<file path="src/rtl/pinctl_pkg.sv">
package pinctl_pkg;

    typedef enum logic [1:0] {
        PM_FUNC    = 2'd0,
        PM_GIO_IN  = 2'd1,
        PM_GIO_OUT = 2'd2
    } pin_mode_e;

    localparam int unsigned OFS_MODE  = 'h00;
    localparam int unsigned OFS_DIR   = 'h04;
    localparam int unsigned OFS_DIN   = 'h08;
    localparam int unsigned OFS_DOUT  = 'h0C;
    localparam int unsigned OFS_SET   = 'h10;
    localparam int unsigned OFS_CLR   = 'h14;

endpackage

</file>
<file path="src/rtl/pinctl_sync.sv">
module pinctl_sync #(
    parameter int STAGES = 2
) (
    input  logic clk,
    input  logic rst_n,
    input  logic d,
    output logic q
);
    logic [STAGES-1:0] stg;

    always_ff @(posedge clk) begin
        if (!rst_n) stg[0] <= 1'b0;
        else        stg[0] <= d;
    end

    for (genvar i = 1; i < STAGES; i++) begin : g_chain
        always_ff @(posedge clk) begin
            if (!rst_n) stg[i] <= 1'b0;
            else        stg[i] <= stg[i-1];
        end
    end

    assign q = stg[STAGES-1];

    // each stage passes its predecessor along one edge later
    p_chain_r8: assert property (@(posedge clk) disable iff (!rst_n)
        1'b1 |=> (q == $past(stg[STAGES-2])));

endmodule

</file>
<file path="src/rtl/pinctl_regs.sv">
module pinctl_regs
    import pinctl_pkg::*;
#(
    parameter int AW = 8,
    parameter int DW = 32
) (
    input  logic          clk,
    input  logic          rst_n,
    input  logic [AW-1:0] addr,
    input  logic          wr_en,
    input  logic          wbit,
    input  logic          rd_en,
    input  logic          din_sync,
    output pin_mode_e     mode,
    output logic          dout,
    output logic [DW-1:0] rd_data
);
    localparam logic [AW-1:0] A_MODE = AW'(OFS_MODE);
    localparam logic [AW-1:0] A_DIR  = AW'(OFS_DIR);
    localparam logic [AW-1:0] A_DIN  = AW'(OFS_DIN);
    localparam logic [AW-1:0] A_DOUT = AW'(OFS_DOUT);
    localparam logic [AW-1:0] A_SET  = AW'(OFS_SET);
    localparam logic [AW-1:0] A_CLR  = AW'(OFS_CLR);

    pin_mode_e state, state_nxt;
    logic      dir_q;
    logic      dout_q;
    logic      rbit;

    logic wr_mode, wr_dir, wr_dout, wr_set, wr_clr;
    assign wr_mode = wr_en && (addr == A_MODE);
    assign wr_dir  = wr_en && (addr == A_DIR);
    assign wr_dout = wr_en && (addr == A_DOUT);
    assign wr_set  = wr_en && (addr == A_SET);
    assign wr_clr  = wr_en && (addr == A_CLR);

    // state register
    always_ff @(posedge clk) begin
        if (!rst_n) state <= PM_FUNC;
        else        state <= state_nxt;
    end

    // transitions
    always_comb begin
        state_nxt = state;
        unique case (state)
            PM_FUNC: begin
                if (wr_mode && !wbit) state_nxt = dir_q ? PM_GIO_OUT : PM_GIO_IN;
            end
            PM_GIO_IN: begin
                if (wr_mode && wbit)     state_nxt = PM_FUNC;
                else if (wr_dir && wbit) state_nxt = PM_GIO_OUT;
            end
            PM_GIO_OUT: begin
                if (wr_mode && wbit)      state_nxt = PM_FUNC;
                else if (wr_dir && !wbit) state_nxt = PM_GIO_IN;
            end
            default: state_nxt = PM_FUNC;
        endcase
    end

    always_ff @(posedge clk) begin
        if (!rst_n) begin
            dir_q  <= 1'b0;
            dout_q <= 1'b0;
        end else begin
            if (wr_dir) dir_q <= wbit;
            if (wr_dout)            dout_q <= wbit;
            else if (wr_set && wbit) dout_q <= 1'b1;
            else if (wr_clr && wbit) dout_q <= 1'b0;
        end
    end

    // read mux
    always_comb begin
        rbit = 1'b0;
        unique case (addr)
            A_MODE:       rbit = (state == PM_FUNC);
            A_DIR:        rbit = dir_q;
            A_DIN:        rbit = din_sync;
            A_DOUT:       rbit = dout_q;
            A_SET, A_CLR: rbit = (state == PM_GIO_OUT) && dout_q;
            default:      rbit = 1'b0;
        endcase
    end

    always_ff @(posedge clk) begin
        if (!rst_n)     rd_data <= '0;
        else if (rd_en) rd_data <= {{(DW-1){1'b0}}, rbit};
    end

    assign mode = state;
    assign dout = dout_q;

    p_set_r2: assert property (@(posedge clk) disable iff (!rst_n)
        (wr_set && wbit) |=> dout_q);
    p_clr_r3: assert property (@(posedge clk) disable iff (!rst_n)
        (wr_clr && wbit) |=> !dout_q);
    p_zero_alias_r4: assert property (@(posedge clk) disable iff (!rst_n)
        ((wr_set || wr_clr) && !wbit) |=> $stable(dout_q));
    p_alias_gate_r5: assert property (@(posedge clk) disable iff (!rst_n)
        (rd_en && (addr == A_SET || addr == A_CLR) && state != PM_GIO_OUT) |=> (rd_data == '0));
    p_upper_zero_r6: assert property (@(posedge clk) disable iff (!rst_n)
        rd_data[DW-1:1] == '0);
    p_rd_hold_r10: assert property (@(posedge clk) disable iff (!rst_n)
        !rd_en |=> $stable(rd_data));

endmodule

</file>
<file path="src/rtl/pinctl_drive.sv">
module pinctl_drive
    import pinctl_pkg::*;
(
    input  pin_mode_e mode,
    input  logic      dout,
    input  logic      func_clk,
    output logic      pin_out,
    output logic      pin_oe
);
    always_comb begin
        pin_out = 1'b0;
        pin_oe  = 1'b0;
        unique case (mode)
            PM_FUNC: begin
                pin_out = func_clk;
                pin_oe  = 1'b1;
            end
            PM_GIO_OUT: begin
                pin_out = dout;
                pin_oe  = 1'b1;
            end
            PM_GIO_IN: begin
                pin_out = 1'b0;
                pin_oe  = 1'b0;
            end
            default: begin
                pin_out = 1'b0;
                pin_oe  = 1'b0;
            end
        endcase
    end
endmodule

</file>
<file path="src/rtl/pinctl_bank.sv">
module pinctl_bank
    import pinctl_pkg::*;
#(
    parameter int AW          = 8,
    parameter int DW          = 32,
    parameter int SYNC_STAGES = 2
) (
    input  logic          clk,
    input  logic          rst_n,
    input  logic [AW-1:0] bus_addr,
    input  logic          bus_wr,
    input  logic [DW-1:0] bus_wdata,
    input  logic          bus_rd,
    output logic [DW-1:0] bus_rdata,
    input  logic          func_clk,
    input  logic          pin_in,
    output logic          pin_out,
    output logic          pin_oe
);
    pin_mode_e mode;
    logic      dout;
    logic      din_sync;
    logic      wdata_unused;

    assign wdata_unused = ^bus_wdata[DW-1:1];

    pinctl_sync #(.STAGES(SYNC_STAGES)) u_sync (
        .clk   (clk),
        .rst_n (rst_n),
        .d     (pin_in),
        .q     (din_sync)
    );

    pinctl_regs #(.AW(AW), .DW(DW)) u_regs (
        .clk      (clk),
        .rst_n    (rst_n),
        .addr     (bus_addr),
        .wr_en    (bus_wr),
        .wbit     (bus_wdata[0]),
        .rd_en    (bus_rd),
        .din_sync (din_sync),
        .mode     (mode),
        .dout     (dout),
        .rd_data  (bus_rdata)
    );

    pinctl_drive u_drive (
        .mode     (mode),
        .dout     (dout),
        .func_clk (func_clk),
        .pin_out  (pin_out),
        .pin_oe   (pin_oe)
    );

    p_func_sel_r7: assert property (@(posedge clk) disable iff (!rst_n)
        (bus_wr && bus_addr == AW'(OFS_MODE) && bus_wdata[0]) |=> pin_oe);
    p_gio_in_quiet_r7: assert property (@(posedge clk) disable iff (!rst_n)
        !pin_oe |-> !pin_out);
    p_set_pin_r2: assert property (@(posedge clk) disable iff (!rst_n)
        (bus_wr && bus_addr == AW'(OFS_SET) && bus_wdata[0] && mode == PM_GIO_OUT) |=> pin_out);

endmodule

</file>
<file path="config.mk">
export PLATFORM = sky130hd
export DESIGN_NAME = pinctl_bank
export DESIGN_NICKNAME = d
export VERILOG_FILES = /design/src/rtl/pinctl_pkg.sv /design/src/rtl/pinctl_sync.sv /design/src/rtl/pinctl_regs.sv /design/src/rtl/pinctl_drive.sv /design/src/rtl/pinctl_bank.sv
export SDC_FILE = /design/constraint.sdc
export NUM_CORES = 1
export LEC_CHECK = 0
export ABC_AREA = 0
export BUFFER_PORTS_ARGS = -buffer_cell sky130_fd_sc_hd__buf_2
export CAP_MARGIN = 15
export CORE_AREA = 2 2 53 55
export DETAILED_ROUTE_END_ITERATION = 8
export DIE_AREA = 0 0 55 57
export GPL_ROUTABILITY_DRIVEN = 0
export GPL_TIMING_DRIVEN = 0
export MAX_ROUTING_LAYER = met4
export PLACE_DENSITY_LB_ADDON = 0.08
export RECOVER_POWER = 50
export SYNTH_ARGS = -nofsm -noshare
export SYNTH_HDL_FRONTEND = slang
export SYNTH_HIERARCHICAL = 1
export SYNTH_SLANG_ARGS = --single-unit
</file>
<file path="constraint.sdc">
create_clock -name clk -period 1.2 [get_ports clk]
set_input_delay 0.06 -clock clk [delete_from_list [all_inputs] [get_ports clk]]
set_output_delay 0.06 -clock clk [all_outputs]
set_load 0.02 [all_outputs]
</file>
==> results.cfg <==
[route]
first_iter_violations = 12
postRouteAntennaNets = 0
wl_per_cell_microns = 8.466
drt_pass1_iterations = 4
drc = 0
viasPerCell = 3.699
wl_microns = 1490
vias = 651

[placed_design]
io_buffers = 16
post_dp_cell_area_sq_um = 955.9
hpwl_microns = 1165
dp.cells = 167
pre_cts_ws_ps = -90.14

[worst_setup_path]
r2r-start = u_regs/mode[0]
crit_fanout = 4
reg2reg_setup_slack_ps = 10
cp.arrival_ps = 1140
crit_path_end_kind = primary output
r2r_cells = 4
crit_type = reg -> out
timing.rr.end = u_regs/rd_data[0]
startpoint_type = flop
cp.required_ps = 1140

[worst_hold_path]
hp-class = in -> reg
hold_depth = 3
min_to = u_regs/rd_data[0]
min_from = bus_rd

[finish]
final_net_count = 192
instances_no_fill = 176
diodes = 0
final_common_cell = buf_4
drive_above_1_share_pct = 45.52
syn2layout_area_growth_pct = 43.87
fin_area_sq_mm = 0.001042
utilization_pct = 39.86
final_cell_mix = buf_4 (34), conb_1 (31), buf_2 (16)

[clock_network]
clk_latency_ps = 250
cts_htree_levels = 1
cts_inserted_buffers = 3
clockRootBuffer = clkbuf_4
clock-sinks = 7
clk_pin_slew_worst_paths_ps = 60
cts_tree = yes
cts_buffer_depth = 2

[global_route]
grt_pass1_vias = 541
grt_pass1_wl_microns = 2297
grt.overflow.total = 0
grtUsageTotal_pct = 10.13
antenna_found_initial = 0
grt_max_degree = 11

[logic_synthesis]
ys_types = 32
synth_seq_cells = 7
yosysTopAreaCell = buf_4
syn_area_per_cell_sq_um = 8.049
ys_top_cells_by_area = buf_4 (33%), dfxtp_1 (19%), nor4b_4 (3.3%)
synth_warnings = 6
seq_area_frac_synth_pct = 19.34
synth_top_area_share_pct = 33.16
syn_area_sq_um = 724.4
synth_cells = 90

[timing]
setup_ws_ps = -2.379
hold_viol = 0
finalSetupViolCount = 1
slew_violations = 0
finClkSkew_ps = 4.428
timing.fmax_mhz = 831.7
rsz0062_at_grt = yes
setup-tns-final_ps = -2.379
fin_crit_sh_pct = 100.2
relSlewSlack_pct = 61.55
tightestPinTransition_ps = 568.8
fin_crit_ps = 1202

[power_and_ir_drop]
vdd_drop_max_mv = 0.7070
p_leak_nw = 0.5370
powerDensity_mw_per_mm2 = 679.8

[run]
max-cap-violations = 0

[floorplanning]
die_w_microns = 55
io_pins = 80
die_y_microns = 57
rows = 19
core-area_sq_mm = 0.002615
die_area_sq_mm = 0.003135
start_util_pct = 27.70

[outcome]
outcome = finished, violations left
violations = setup timing
[repair_timing]
action	4_1_cts	5_1_grt
endpoints found under the hold margin	1	0
pin swaps	3	4
endpoints found under the setup margin	2	2
gates resized for setup	6	4
buffers inserted	3	1
hold buffers	1	0
[area by class of cell]
class                           instances  area (sq um)
Buffer                                 33         244.0
Clock buffer                            4         26.28
Fill cell                             301          1573
Inverter                                4         15.01
Multi-Input combinational cell         76         442.9
Sequential cell                         7         147.6
Tap cell                               31         38.79
Timing Repair Buffer                   21         127.6
[registers in the layout (all words and copies together) (netlist names)]
signal and count:
u_regs/dout 1, u_regs/mode 2, u_regs/dir_q 1, u_sync/stg 1, u_regs/rd_data 1, u_sync/q 1
[routing by layer]
layer	up-vias	track usage, %	part of all wire (%)
li1	355	-	-
met2	23	15.14	49
met3	0	3.141	6.9
met4	0	2.091	0
met1	273	13.43	44
met5	-	-	0
[logic make-up after synthesis]
| kind of cell | after synthesis | synth area share, % |
|---|---|---|
| muxes | 2 | 2.763 |
| and+or+nand+nor | 26 | 26.08 |
| DFF | 7 | 19.34 |
| other | 1 | 0.5176 |
| xor gates and xnor gates | 2 | 2.418 |
| AOI/OAI and AO/OA | 15 | 13.13 |
| buffers and inverters | 37 | 35.75 |
[critical path, cell delays in order, from the launching register on]
cell	delay, ps
dfxtp_4	370
buf_4	120
mux2i_2	200
nor2_1	50
buf_2	150
[worst max-delay path by stage]
stage / from / end / cells after the start
2_1_floorplan: u_regs/mode[1] / u_regs/rd_data[0] / 4
3_3_place_gp: u_regs/mode[1] / u_regs/rd_data[0] / 4
3_5_place_dp: u_regs/mode[1] / u_regs/rd_data[0] / 4
4_1_cts: u_regs/mode[0] / u_regs/rd_data[0] / 4
5_1_grt: u_regs/mode[0] / u_regs/rd_data[0] / 4
6_report: u_regs/mode[1] / pin_out / 4
[per-stage QoR]
step / hold WS (ps) / total power, mW
CTS: 80.96 / 0.7205
finish: 77.94 / 0.7085
global placement: 263.8 / 0.4900
detailed placement: 265.2 / 0.4912
global route: 95.18 / 0.7603
floorplan: 181.7 / 0.4456
[where the power goes]
part           internal [mW]  total, mW  switching, mW  leakage (nW)
Sequential             0.231      0.232        0.00106        0.0584
Clock                  0.127      0.220         0.0929        0.0150
Combinational          0.110      0.256          0.146         0.464
[cell usage after synthesis]
cell,number
o21ai_1,2
nor4b_4,1
nor2_1,3
o21ai_0,4
or3_1,1
nand3_1,3
a211oi_1,1
and3b_1,1
nor2b_1,2
buf_4,32
a221oi_1,1
nor4_4,1
dfxtp_1,7
a32oi_1,1
mux2i_1,2
o221a_2,1
nor3_1,2
a21oi_1,4
a31o_2,1
nand2b_1,1
clkbuf_1,1
nand2_1,1
nand2b_2,1
and3_1,1
nand3b_1,2
nand4_1,2
xor2_1,2
and2_1,2
conb_1,1
or2b_1,1
inv_1,4
and2_2,1
Power figures use the tool's default switching activity.
